[config.mk]
export PLATFORM = sky130hd
export DESIGN_NAME = pipe_stall_ctrl
export DESIGN_NICKNAME = d
export VERILOG_FILES = /design/src/rtl/stall_ctrl_pkg.sv /design/src/rtl/raw_detect.sv /design/src/rtl/sub_sequencer.sv /design/src/rtl/fetch_pc_gen.sv /design/src/rtl/pipe_stall_ctrl.sv
export SDC_FILE = /design/constraint.sdc
export NUM_CORES = 1
export LEC_CHECK = 0
export BUFFER_PORTS_ARGS = -buffer_cell sky130_fd_sc_hd__buf_2
export CORE_MARGIN = 1
export CORE_UTILIZATION = 40
export DETAILED_ROUTE_END_ITERATION = 10
export MAX_ROUTING_LAYER = met4
export SLEW_MARGIN = 10
export SYNTH_ARGS = -nofsm -noshare
export SYNTH_HDL_FRONTEND = slang
export SYNTH_SLANG_ARGS = --single-unit
[constraint.sdc]
create_clock -name clk -period 4.45 [get_ports clk]
set_input_delay 0.6675 -clock clk [delete_from_list [all_inputs] [get_ports clk]]
set_output_delay 0.6675 -clock clk [all_outputs]
set_load 0.01 [all_outputs]
[src/rtl/stall_ctrl_pkg.sv]
package stall_ctrl_pkg;
    typedef enum logic [2:0] {
        CLS_ALU    = 3'd0,
        CLS_LOAD   = 3'd1,
        CLS_STORE  = 3'd2,
        CLS_BRANCH = 3'd3,
        CLS_SUB    = 3'd4
    } instr_class_e;

    function automatic logic writes_reg(input logic [2:0] cls);
        return (cls == CLS_ALU) || (cls == CLS_LOAD) || (cls == CLS_SUB);
    endfunction
endpackage

[src/rtl/raw_detect.sv]
module raw_detect #(
    parameter int IDX_W    = 4,
    parameter int NUM_SRC  = 2,
    parameter int NUM_PROD = 2
) (
    input  logic                           clk,
    input  logic                           rst_n,
    input  logic                           cons_valid,
    input  logic [NUM_SRC-1:0][IDX_W-1:0]  src_idx,
    input  logic [NUM_SRC-1:0]             src_used,
    input  logic [NUM_PROD-1:0]            prod_valid,
    input  logic [NUM_PROD-1:0][2:0]       prod_class,
    input  logic [NUM_PROD-1:0][IDX_W-1:0] prod_rd,
    output logic                           raw
);
    import stall_ctrl_pkg::*;

    logic [NUM_SRC-1:0][NUM_PROD-1:0] hit;
    logic [NUM_SRC-1:0]               src_live;

    for (genvar s = 0; s < NUM_SRC; s++) begin : g_src
        assign src_live[s] = src_used[s] && (src_idx[s] != '0);
        for (genvar p = 0; p < NUM_PROD; p++) begin : g_prod
            assign hit[s][p] = src_live[s] && prod_valid[p]
                             && writes_reg(prod_class[p])
                             && (prod_rd[p] == src_idx[s]);
        end
    end

    assign raw = cons_valid && (|hit);

    // register 0 and unread sources are never hazard sources
    p_zero_free_r3: assert property (@(posedge clk) disable iff (!rst_n)
        ((!src_used[0] || src_idx[0] == '0) && (!src_used[NUM_SRC-1] || src_idx[NUM_SRC-1] == '0))
        |-> !raw);
endmodule

[src/rtl/sub_sequencer.sv]
module sub_sequencer #(
    parameter int SUB_CYCLES = 3
) (
    input  logic clk,
    input  logic rst_n,
    input  logic ex_valid,
    input  logic ex_is_sub,
    output logic busy
);
    localparam int          CW   = $clog2(SUB_CYCLES + 1);
    localparam logic [CW-1:0] LAST = CW'(SUB_CYCLES - 1);
    localparam bit          LONG = (SUB_CYCLES > 1);

    typedef enum logic {SQ_IDLE, SQ_BUSY} sq_state_e;

    sq_state_e     state_q, state_d;
    logic [CW-1:0] cnt_q, cnt_d;
    logic          sub_arrives;

    assign sub_arrives = ex_valid && ex_is_sub && LONG;

    always_comb begin
        state_d = state_q;
        cnt_d   = cnt_q;
        unique case (state_q)
            SQ_IDLE: if (sub_arrives) begin
                state_d = SQ_BUSY;
                cnt_d   = CW'(1);
            end
            SQ_BUSY: if (cnt_q == LAST) begin
                state_d = SQ_IDLE;
                cnt_d   = '0;
            end else begin
                cnt_d = cnt_q + CW'(1);
            end
            default: state_d = SQ_IDLE;
        endcase
    end

    always_ff @(posedge clk or negedge rst_n) begin
        if (!rst_n) begin
            state_q <= SQ_IDLE;
            cnt_q   <= '0;
        end else begin
            state_q <= state_d;
            cnt_q   <= cnt_d;
        end
    end

    always_comb begin
        unique case (state_q)
            SQ_IDLE: busy = sub_arrives;
            SQ_BUSY: busy = (cnt_q != LAST);
            default: busy = 1'b0;
        endcase
    end

    p_hold_needs_sub_r5: assert property (@(posedge clk) disable iff (!rst_n)
        busy |-> (ex_valid && ex_is_sub));
    p_hold_persists_r5: assert property (@(posedge clk) disable iff (!rst_n)
        ((SUB_CYCLES > 2) && $rose(busy)) |=> busy);
endmodule

[src/rtl/fetch_pc_gen.sv]
module fetch_pc_gen #(
    parameter int PC_W  = 32,
    parameter int OFF_W = 16
) (
    input  logic             clk,
    input  logic             rst_n,
    input  logic             stall,
    input  logic             redirect,
    input  logic [PC_W-1:0]  br_pc,
    input  logic [OFF_W-1:0] br_offset,
    output logic [PC_W-1:0]  pc
);
    localparam int EXT_W = PC_W - OFF_W - 2;

    logic [PC_W-1:0] byte_off;
    logic [PC_W-1:0] pc_d;

    assign byte_off = {{EXT_W{br_offset[OFF_W-1]}}, br_offset, 2'b00};

    always_comb begin
        if (redirect)   pc_d = br_pc + PC_W'(4) + byte_off;
        else if (stall) pc_d = pc;
        else            pc_d = pc + PC_W'(4);
    end

    always_ff @(posedge clk or negedge rst_n) begin
        if (!rst_n) pc <= '0;
        else        pc <= pc_d;
    end

    p_pc_frozen_r9: assert property (@(posedge clk) disable iff (!rst_n)
        (stall && !redirect) |=> $stable(pc));
endmodule

[src/rtl/pipe_stall_ctrl.sv]
module pipe_stall_ctrl #(
    parameter int NUM_REGS   = 10,
    parameter int SUB_CYCLES = 3,
    parameter int PC_W       = 32,
    parameter int OFF_W      = 16,
    parameter int IDX_W      = $clog2(NUM_REGS)
) (
    input  logic             clk,
    input  logic             rst_n,
    input  logic             id_valid,
    input  logic [IDX_W-1:0] id_rs1,
    input  logic             id_rs1_used,
    input  logic [IDX_W-1:0] id_rs2,
    input  logic             id_rs2_used,
    input  logic             ex_valid,
    input  logic [2:0]       ex_class,
    input  logic [IDX_W-1:0] ex_rd,
    input  logic             mem_valid,
    input  logic [2:0]       mem_class,
    input  logic [IDX_W-1:0] mem_rd,
    input  logic             br_taken,
    input  logic [PC_W-1:0]  br_pc,
    input  logic [OFF_W-1:0] br_offset,
    output logic             if_hold,
    output logic             id_hold,
    output logic             ex_bubble,
    output logic             ex_hold,
    output logic             flush,
    output logic [PC_W-1:0]  fetch_pc
);
    import stall_ctrl_pkg::*;

    localparam int NSRC  = 2;
    localparam int NPROD = 2;

    logic raw, sub_busy, stall_any;

    raw_detect #(.IDX_W(IDX_W), .NUM_SRC(NSRC), .NUM_PROD(NPROD)) u_raw (
        .clk        (clk),
        .rst_n      (rst_n),
        .cons_valid (id_valid),
        .src_idx    ({id_rs2, id_rs1}),
        .src_used   ({id_rs2_used, id_rs1_used}),
        .prod_valid ({mem_valid, ex_valid}),
        .prod_class ({mem_class, ex_class}),
        .prod_rd    ({mem_rd, ex_rd}),
        .raw        (raw)
    );

    sub_sequencer #(.SUB_CYCLES(SUB_CYCLES)) u_sub (
        .clk       (clk),
        .rst_n     (rst_n),
        .ex_valid  (ex_valid),
        .ex_is_sub (ex_class == CLS_SUB),
        .busy      (sub_busy)
    );

    assign flush     = ex_valid && (ex_class == CLS_BRANCH) && br_taken;
    assign stall_any = raw || sub_busy;
    assign if_hold   = stall_any && !flush;
    assign id_hold   = stall_any && !flush;
    assign ex_hold   = sub_busy;
    assign ex_bubble = flush || (raw && !sub_busy);

    fetch_pc_gen #(.PC_W(PC_W), .OFF_W(OFF_W)) u_pc (
        .clk       (clk),
        .rst_n     (rst_n),
        .stall     (stall_any),
        .redirect  (flush),
        .br_pc     (br_pc),
        .br_offset (br_offset),
        .pc        (fetch_pc)
    );

    p_bubble_has_src_r2: assert property (@(posedge clk) disable iff (!rst_n)
        (ex_bubble && !flush) |-> id_valid);
endmodule

==> run metrics, run 1 <==
outcome completed; library cells used by synthesis 50; CTS root buf clkbuf_8; Yosys top cell by area dfrtp_1; maxcap violations 0; VDD IR max 0.1312 mV; core area 9328 sq um; clk_skew 9.740 ps; initial antenna violation count 0; Max Freq between 0.2 and 0.3 GHz; Clk pwr share 0.133; Slew Limit Headroom 0.4749; DRC 0; routed wire length 9699 um; Slew Limit Fails 0; Via density approximately 5.2; Congestion Overflow GR 0; DIE AREA a little over 10000 sq um; worst skew pair latency about 290 ps; ys async rst share 1.000; Initial Util 0.4176; Hold Buf Count CTS 0; Worst-path clk slew 70 ps; period utilization 0.7898; number of global-route vias before repair 3583; Worst Path Arrival roughly 3700 ps; total negative slack 0 ps; # Post-CTS Setup Buffers 0; Seq/Total Area, Yosys 0.2249; Avg WL per Cell 13.90 um; post-route ant nets 0; post-CTS sizing 0; CTS Buf Count 5; Sw Ratio 0.4328; Worst Setup Start Kind input port; setup violators final 0; clock sink total 35; cell breakdown of the critical path buf_2, ha_1, ha_1, fa_1, a211oi_1, o21a_1, a21o_1, nand2_1, a311o_1, a2111oi_1, xnor2_1, mux2i_1; origin of the worst setup path br_pc[3]; data required time of the worst path 4610 ps; Syn Nets 592; EDFF count, synth 0; Final GP Congestion 0.8252; Die Ht 100.7 um; RSZ-0062 raised after global routing no; TritonRoute pass-1 iters 4; Area growth, synth to finish 20.21%; top-area cell type share of the netlist area 0.2249; GR Util All Layers 0.2016; Worst path most repeated cell ha_1; crit-path max cell delay 450 ps; Comb pwr share 0.519; Layout Nets 705; Worst Hold Class input port to asynchronous set/reset pin; Tmin final 3515 ps; initial DRC count 136; top post-synthesis cells by area dfrtp_1 (22%), ha_1 (19%), xnor2_1 (12%); Syn Area/Cell roughly 8.6 sq um; yosys synthesis warning count 0; crit path kind input port to flop; Slowest-stage cell, CP a2111oi_1; Crit Path Max Fanout 4; H-tree Lvls 2; Pint 0.9572 mW; Most used DFF post-synth dfrtp_1; Die Wd 100.7 um; via count of the routed design roughly 3600; CTS tree built; Util after Layout 0.5019; # diodes 0; num ports 115; Reg power frac 0.348; Psw 0.7305 mW; cell count after synthesis 455; crit end category flop; Cell Area, Synth 3895 sq um; row cnt 35; final hold violations 0; port bufs ~110; #FFs+latches synth 35; Longest Clk Path Bufs 2; hpwl dp 7776 um; largest net degree at the start of global routing 36; Worst R2R Start u_sub.state_q; actual slew at the worst max-slew pin 787.7 ps; Power Density 360.5 nW/um^2; fraction of layout cells with a size suffix above 1 0.2302; LEAKAGE 2.324 nW; first-pass GRT wire length between 15000 and 20000 um
-- layer usage --
layer / wire length (um) / global-route usage / up-vias
met2: 4526 / 0.3525 / 96
li1: - / - / 1889
met5: 0 / - / -
met3: 407 / 0.02150 / 5
met4: 48 / 0.02787 / 0
met1: 4716 / 0.2571 / 1652
-- final timing paths --
path                                     to  slack, ps  cells after the start
min in group clk                 u_pc.pc[1]        480                      2
max in group asynchronous       u_pc.pc[30]       3490                      1
worst min register to register   u_pc.pc[1]        480                      2
worst max-delay path            u_pc.pc[31]        940                     12
worst max register to register  u_pc.pc[31]       1970                      8
worst min-delay path             u_pc.pc[2]        460                      1
-- synth_stat cells, drive strengths merged, types with 2 or more instances --
master,number
ha,58
xnor2,52
nand2,44
dfrtp,35
a21oi,32
o21ai,27
nor2,25
a21o,19
inv,18
xor2,17
nand4,15
and3,11
nand3,11
clkbuf,9
mux2i,9
a211oi,6
a31oi,6
and4,6
nor3,6
o21a,6
o21bai,4
a2111oi,3
nor2b,3
nor4,3
a221o,2
a221oi,2
a311o,2
and2,2
buf,2
nand3b,2
o22ai,2
o31ai,2
or3,2
-- worst max-delay path, delay by kind of cell --
kind,cells,cell delay (ps)
buf+inv,1,100
mux,1,80
fa+ha+maj,3,950
simple gates,1,100
xor+xnor,1,170
compound gates,5,1600
-- area by class of cell --
type / instances / area, sq um
clock inverter: 2 / 12.51
timing repair buffer: 117 / 593.1
clock buffer: 6 / 72.57
sequential: 35 / 875.8
inverter: 18 / 67.56
tap: 129 / 161.4
multi-input combinational: 391 / 2899
fill: 936 / 4646
-- cells in the final DEF, fill, tap and decap left out, drive strengths merged, types with 9 or more instances in the layout --
cell   netlist  routed
buf          2     117
ha          58      58
xnor2       52      52
nand2       44      44
dfrtp       35      35
a21oi       32      32
o21ai       27      27
nor2        25      25
a21o        19      19
inv         18      18
xor2        17      17
nand4       15      15
and3        11      11
nand3       11      11
mux2i        9       9
-- flip-flops by register name (all words and copies together), names as in the netlist --
register / count
u_pc.pc: 32
u_sub.cnt_q: 2
u_sub.state_q: 1
-- power by group through the flow --
stage	combinational (mW)	sequential, mW	clock [mW]
after global placement	0.864	0.588	0
after detailed placement	0.873	0.592	0
final	0.876	0.588	0.224
after CTS	0.881	0.588	0.233
after floorplan	0.533	0.618	0
after global routing	0.986	0.609	0.245
-- kinds of logic (layout without fill, tap and decap cells) --
logic type      count (synthesis)  in the layout  share of synthesized area
buf+inv                        29            143                    0.03084
compound gates                121            121                     0.2033
xor+xnor                       69             69                     0.1552
fa+ha+maj                      59             59                     0.1915
flops                          35             35                     0.2249
simple gates                  132            132                     0.1683
mux                            10             10                    0.02602
-- per-stage QoR --
step | worst slack, ps | cell area [sq um] | power (mW) | hold slack, ps | instances
2_1_floorplan | 1121 | 3895 | 1.151 | 371.9 | 455
3_3_place_gp | 727.7 | 4597 | 1.452 | 453.3 | 690
3_5_place_dp | 616.6 | 4597 | 1.466 | 463.0 | 690
4_1_cts | 902.1 | 4682 | 1.701 | 477.7 | 698
5_1_grt | 655.6 | 4682 | 1.839 | 520.9 | 698
6_report | 935.2 | 4682 | 1.688 | 456.9 | 698
Power figures use the tool's default switching activity.
==> run 2, diff against run 1 <==
--- a/config.mk
+++ b/config.mk
@@ -10,6 +10,7 @@
 export CORE_UTILIZATION = 40
 export DETAILED_ROUTE_END_ITERATION = 10
 export MAX_ROUTING_LAYER = met4
+export PLACE_DENSITY = 0.67
 export SLEW_MARGIN = 10
 export SYNTH_ARGS = -nofsm -noshare
 export SYNTH_HDL_FRONTEND = slang
==> constraint.sdc (replaced) <==
create_clock -name clk -period 3.1 [get_ports clk]
set_input_delay 0.465 -clock clk [delete_from_list [all_inputs] [get_ports clk]]
set_output_delay 0.465 -clock clk [all_outputs]
set_load 0.01 [all_outputs]
==> run metrics, run 2 (same netlist as run 1, synthesis figures left out) <==
outcome completed; # Post-CTS Setup Buffers 0 (unchanged); design area 4942 sq um (+5.6%); largest register by flop count u_pc.pc; Layout Nets 734 (+4.1%); Power Density 513.1 nW/um^2 (+42%); Pint 1.474 mW (+54%); crit end category flop; Worst-path clk slew 70 ps (about the same); post-CTS sizing 0 (unchanged); FF-to-FF setup slack 710 ps (-1260 ps); DRC 0 (unchanged); Hold Worst Slack 253.0 ps (-203.9 ps); core area 9328 sq um (unchanged); dpl cells 719 (+4.2%); Comb pwr share 0.525 (+0.006); row cnt 35 (unchanged); CTS root buf clkbuf_8; hpwl dp 8208 um (+5.6%); Congestion Overflow GR 0 (unchanged); # diodes 0 (unchanged); data required time of the worst path 3270 ps (-1340 ps); GR Util All Layers 0.2086 (+0.006954); Via density 5.263 (+0.86%); VDD IR max 0.2028 mV (+54%); commonest non-fill, non-tap cell in the layout buf_2; final hold violations 0 (unchanged); worst skew pair latency 290 ps (about the same); Slew Limit Headroom 0.4760 (+0.001078); CTS Buf Count 5 (unchanged); Final GP Congestion 0.8939 (+8.3%); Clk pwr share 0.144 (+0.011); setup violators final 0 (unchanged); first-pass GRT wire length 16850 um (+4.6%); initial DRC count 136 (unchanged); number of global-route vias before repair 3869 (+8.0%); Psw 1.062 mW (+45%); largest net degree at the start of global routing 36 (unchanged); Fillers 914 (-2.4%); fraction of layout cells with a size suffix above 1 0.2726 (+0.04235); num ports 115 (unchanged); Die Ht 100.7 um (unchanged); port bufs 114 (unchanged); Slew Limit Fails 0 (unchanged); routed wire length 9932 um (+2.4%); DIE AREA 10140 sq um (unchanged); Crit Path Max Fanout 2 (-2); Sw Ratio 0.4188 (-0.01406); RSZ-0062 raised after global routing no; crit path kind input port to flop; H-tree Lvls 2 (unchanged); Avg WL per Cell 13.66 um (-1.7%); Max Freq 0.3435 GHz; TritonRoute pass-1 iters 4 (unchanged); via count of the routed design 3826 (+5.1%); Longest Clk Path Bufs 2 (unchanged); initial antenna violation count 0 (unchanged); LEAKAGE 2.481 nW (+6.7%); actual slew at the worst max-slew pin 786.1 ps (-1.617 ps); Hold Buf Count CTS 0 (unchanged); maxcap violations 0 (unchanged); max FFs per register 32 (unchanged); Reg power frac 0.331 (-0.017); Area growth, synth to finish 26.89%; total negative slack 0 ps (unchanged); Worst R2R Start u_sub.state_q; Initial Util 0.4176 (unchanged); Multi-input gate area 2923 sq um (+0.82%); CTS tree built; period utilization 0.9390; clk_skew 8.410 ps (-1.330 ps); Die Wd 100.7 um (unchanged); Worst Setup Start Kind input port; Tmin final slightly below 3000 ps; Worst Hold Class input port to asynchronous set/reset pin; Non-Filler Instances 727 (+4.2%); R2R cell count 8 (unchanged); worst r2r dst u_pc.pc[28]; Worst Path Arrival 3080 ps (-600 ps); register area 875.8 sq um (unchanged); post-route ant nets 0 (unchanged); Post-DP Area 4820 sq um (+4.8%); commonest non-fill, non-tap cells in the layout buf_2 (114), ha_1 (58), xnor2_1 (52); Regs by FF count u_pc.pc x32, u_sub.cnt_q x2, u_sub.state_q x1; clock sink total 35 (unchanged)
==> run 2: power groups by stage <==
stage	combinational, mW	sequential [mW]	clock, mW
after detailed placement	1.33	0.848	0
after global routing	1.50	0.870	0.392
after floorplan	0.767	0.886	0
after CTS	1.34	0.841	0.372
final	1.33	0.840	0.365
after global placement	1.30	0.840	0
==> run 2: stage by stage <==
stage | power (mW) | utilization | setup WS, ps
after floorplan | 1.653 | - | 17.19
final | 2.536 | 0.5298 | 189.2
after global placement | 2.140 | 0.5167 | -141.9
after global routing | 2.763 | 0.5298 | 12.75
after CTS | 2.549 | 0.5278 | 78.07
after detailed placement | 2.174 | 0.5167 | -211.7
==> run 2: cell type report <==
type	instances	share of cell area
Multi-Input combinational cell	391	0.5914
Sequential cell	35	0.1772
Timing Repair Buffer	146	0.1641
Tap cell	129	0.03266
Clock buffer	7	0.01949
Inverter	18	0.01367
Clock inverter	1	0.001519
==> run 2: how the worst max path moves through the flow <==
| stage | end | cells past startpoint | slack, ps | startpoint |
|---|---|---|---|---|
| floorplan | u_pc.pc[28] | 11 | 20 | br_pc[9] |
| global placement | u_pc.pc[31] | 12 | -140 | br_pc[3] |
| detailed placement | u_pc.pc[31] | 12 | -210 | br_pc[3] |
| CTS | u_pc.pc[31] | 12 | 80 | br_pc[3] |
| global route | u_pc.pc[29] | 13 | 10 | br_pc[3] |
| finish | u_pc.pc[28] | 12 | 190 | br_pc[3] |
==> run 2: critical path, stage by stage <==
cell and delay (ps):
buf_2 100, ha_1 290, ha_1 230, buf_4 140, a211oi_1 330, nor2_1 140, a2111o_1 410, a21bo_1 200
a311o_1 290, a221oi_2 250, xor2_1 160, mux2i_1 80
==> run 2: per-layer routing <==
layer | share of wire | global-route usage | wire (um)
met5 | 0 | - | 0
met4 | 0.011 | 0.05128 | 106
met3 | 0.046 | 0.02774 | 460
met2 | 0.48 | 0.3625 | 4750
met1 | 0.46 | 0.2558 | 4614
==> run 3, diff against run 2 <==
--- a/config.mk
+++ b/config.mk
@@ -7,10 +7,10 @@
 export LEC_CHECK = 0
 export BUFFER_PORTS_ARGS = -buffer_cell sky130_fd_sc_hd__buf_2
 export CORE_MARGIN = 1
-export CORE_UTILIZATION = 40
+export CORE_UTILIZATION = 48
 export DETAILED_ROUTE_END_ITERATION = 10
 export MAX_ROUTING_LAYER = met4
-export PLACE_DENSITY = 0.67
+export PLACE_DENSITY = 0.78
 export SLEW_MARGIN = 10
 export SYNTH_ARGS = -nofsm -noshare
 export SYNTH_HDL_FRONTEND = slang
==> constraint.sdc (replaced) <==
create_clock -name clk -period 3.1 [get_ports clk]
set_input_delay 0 -clock clk [delete_from_list [all_inputs] [get_ports clk]]
set_output_delay 0 -clock clk [all_outputs]
set_load 0.01 [all_outputs]
==> run metrics, run 3 (same netlist as run 1, synthesis figures left out) <==
hpwl dp 7738 um (-5.7%); Die Wd 92.08 um (-8.5%); Congestion Overflow GR 0 (unchanged); commonest non-fill, non-tap cells in the layout buf_2 (114), ha_1 (58), xnor2_1 (52); Fillers 718 (-21%); Slew Limit Headroom 0.3876 (-0.08837); Die Ht 92.08 um (-8.5%); initial DRC count 117 (-14%); TritonRoute pass-1 iters 4 (unchanged); period utilization 0.8659 (-0.07304); setup violators final 0 (unchanged); number of global-route vias before repair 3763 (-2.7%); VDD IR max 0.2079 mV (+2.5%); Util after Layout 0.6053 (+0.07544); worst skew pair latency 290 ps (about the same); Pint 1.493 mW (+1.3%); Comb pwr share 0.500 (-0.025); Hold Buf Count CTS 3 (+3); Worst Path Arrival 2850 ps (-230 ps); initial antenna violation count 0 (unchanged); Worst Setup Start Kind input port; Multi-input gate area 2899 sq um (-0.81%); CTS Buf Count 5 (unchanged); register area 875.8 sq um (unchanged); fraction of layout cells with a size suffix above 1 0.2334 (-0.03913); Avg WL per Cell 14.32 um (+4.8%); num ports 115 (unchanged); Post-DP Area 4578 sq um (-5.0%); CTS root buf clkbuf_8; Layout Nets 710 (-3.3%); Worst-path clk slew 70 ps (about the same); Final GP Congestion 0.8778 (-1.8%); design area 4726 sq um (-4.4%); Regs by FF count u_pc.pc x32, u_sub.cnt_q x2, u_sub.state_q x1; WL met2 4604 um (-3.1%); Area growth, synth to finish 21.33%; Sw Ratio 0.4144 (-0.004427); port bufs 114 (unchanged); total negative slack 0 ps (unchanged); highest routed metal layer met4; DRC 0 (unchanged); # Post-CTS Setup Buffers 0 (unchanged); H-tree Lvls 2 (unchanged); Slew Limit Fails 0 (unchanged); via count of the routed design 3769 (-1.5%); met1 wire length 4434 um (-3.9%); Worst Hold Class input port to flop; final hold violations 0 (unchanged); row cnt 32 (-8.6%); data required time of the worst path 3270 ps (about the same); Power Density 539.5 nW/um^2 (+5.1%); clk_skew 7.019 ps (-1.391 ps); # diodes 0 (unchanged); Crit Path Max Fanout 15 (+13); Psw 1.056 mW (-0.52%); Tmin final 2684 ps (-226.4 ps); actual slew at the worst max-slew pin 917.6 ps (+131.5 ps); crit end category flop; post-CTS sizing 0 (unchanged); clock sink total 35 (unchanged); post-route ant nets 0 (unchanged); maxcap violations 0 (unchanged); commonest non-fill, non-tap cell in the layout buf_2; met3 WL 430 um (-6.5%); outcome completed; largest register by flop count u_pc.pc; max FFs per register 32 (unchanged); RSZ-0062 raised after global routing no; CTS tree built; largest net degree at the start of global routing 36 (unchanged); Longest Clk Path Bufs 2 (unchanged); LEAKAGE 2.366 nW (-4.7%); core area 7807 sq um (-16%); routed wire length 9682 um (-2.5%); Via density 5.575 (+5.9%); crit path kind input port to flop; first-pass GRT wire length 16710 um (-0.82%); Initial Util 0.4989 (+0.08131); Reg power frac 0.334 (+0.003); GR Util All Layers 0.2465 (+0.03795); DIE AREA 8479 sq um (-16%); Max Freq 0.3725 GHz (+8.4%); Clk pwr share 0.166 (+0.022)
==> run 3: metal layers <==
metal / GRT usage / vias to the layer above
met2: 0.4198 / 108
li1: - / 1901
met3: 0.03234 / 22
met4: 0.08333 / 0
met1: 0.3006 / 1738
met5: - / -
==> run 3: power groups by stage <==
stage	registers [mW]	logic [mW]	clock network (mW)
after global placement	0.841	1.24	0
after detailed placement	0.850	1.27	0
after CTS	0.844	1.28	0.432
final	0.852	1.27	0.424
after floorplan	0.886	0.765	0
after global routing	0.871	1.42	0.447
==> run 3: worst paths after layout <==
kind / start / endpoint / slack (ps) / cells past startpoint
worst min register to register: u_pc.pc[0] / u_pc.pc[0] / 480 / 2
worst max register to register: u_pc.pc[7] / u_pc.pc[31] / 610 / 8
max in group asynchronous: rst_n / u_pc.pc[10] / 2280 / 2
worst max-delay path: br_offset[15] / u_pc.pc[28] / 420 / 11
worst min-delay path: br_offset[0] / u_pc.pc[2] / 100 / 4
min in group asynchronous: rst_n / u_pc.pc[31] / 320 / 2
==> run 3: critical path, cell delays in order <==
cell	delay, ps
buf_2	250
ha_1	290
ha_1	370
a21oi_1	200
o21bai_1	110
a2111oi_0	460
a21bo_1	290
a311o_1	310
a221oi_2	250
xor2_1	200
mux2i_1	100
==> run 3: per-stage QoR <==
| stage | hold slack (ps) | power, mW | cells | setup slack, ps |
|---|---|---|---|---|
| floorplan | -295.6 | 1.652 | 455 | 438.7 |
| global placement | 124.9 | 2.079 | 665 | 183.5 |
| detailed placement | 124.0 | 2.118 | 665 | 118.9 |
| CTS | 89.65 | 2.557 | 676 | 425.5 |
| global route | 139.5 | 2.744 | 676 | 255.9 |
| finish | 97.19 | 2.550 | 676 | 415.6 |
==> run 3: final cells by class <==
type,count,share of cell area
Clock buffer,6,0.01747
Clock inverter,2,0.007413
Inverter,18,0.01430
Multi-Input combinational cell,391,0.6135
Sequential cell,35,0.1853
Tap cell,102,0.02701
Timing Repair Buffer,122,0.1350
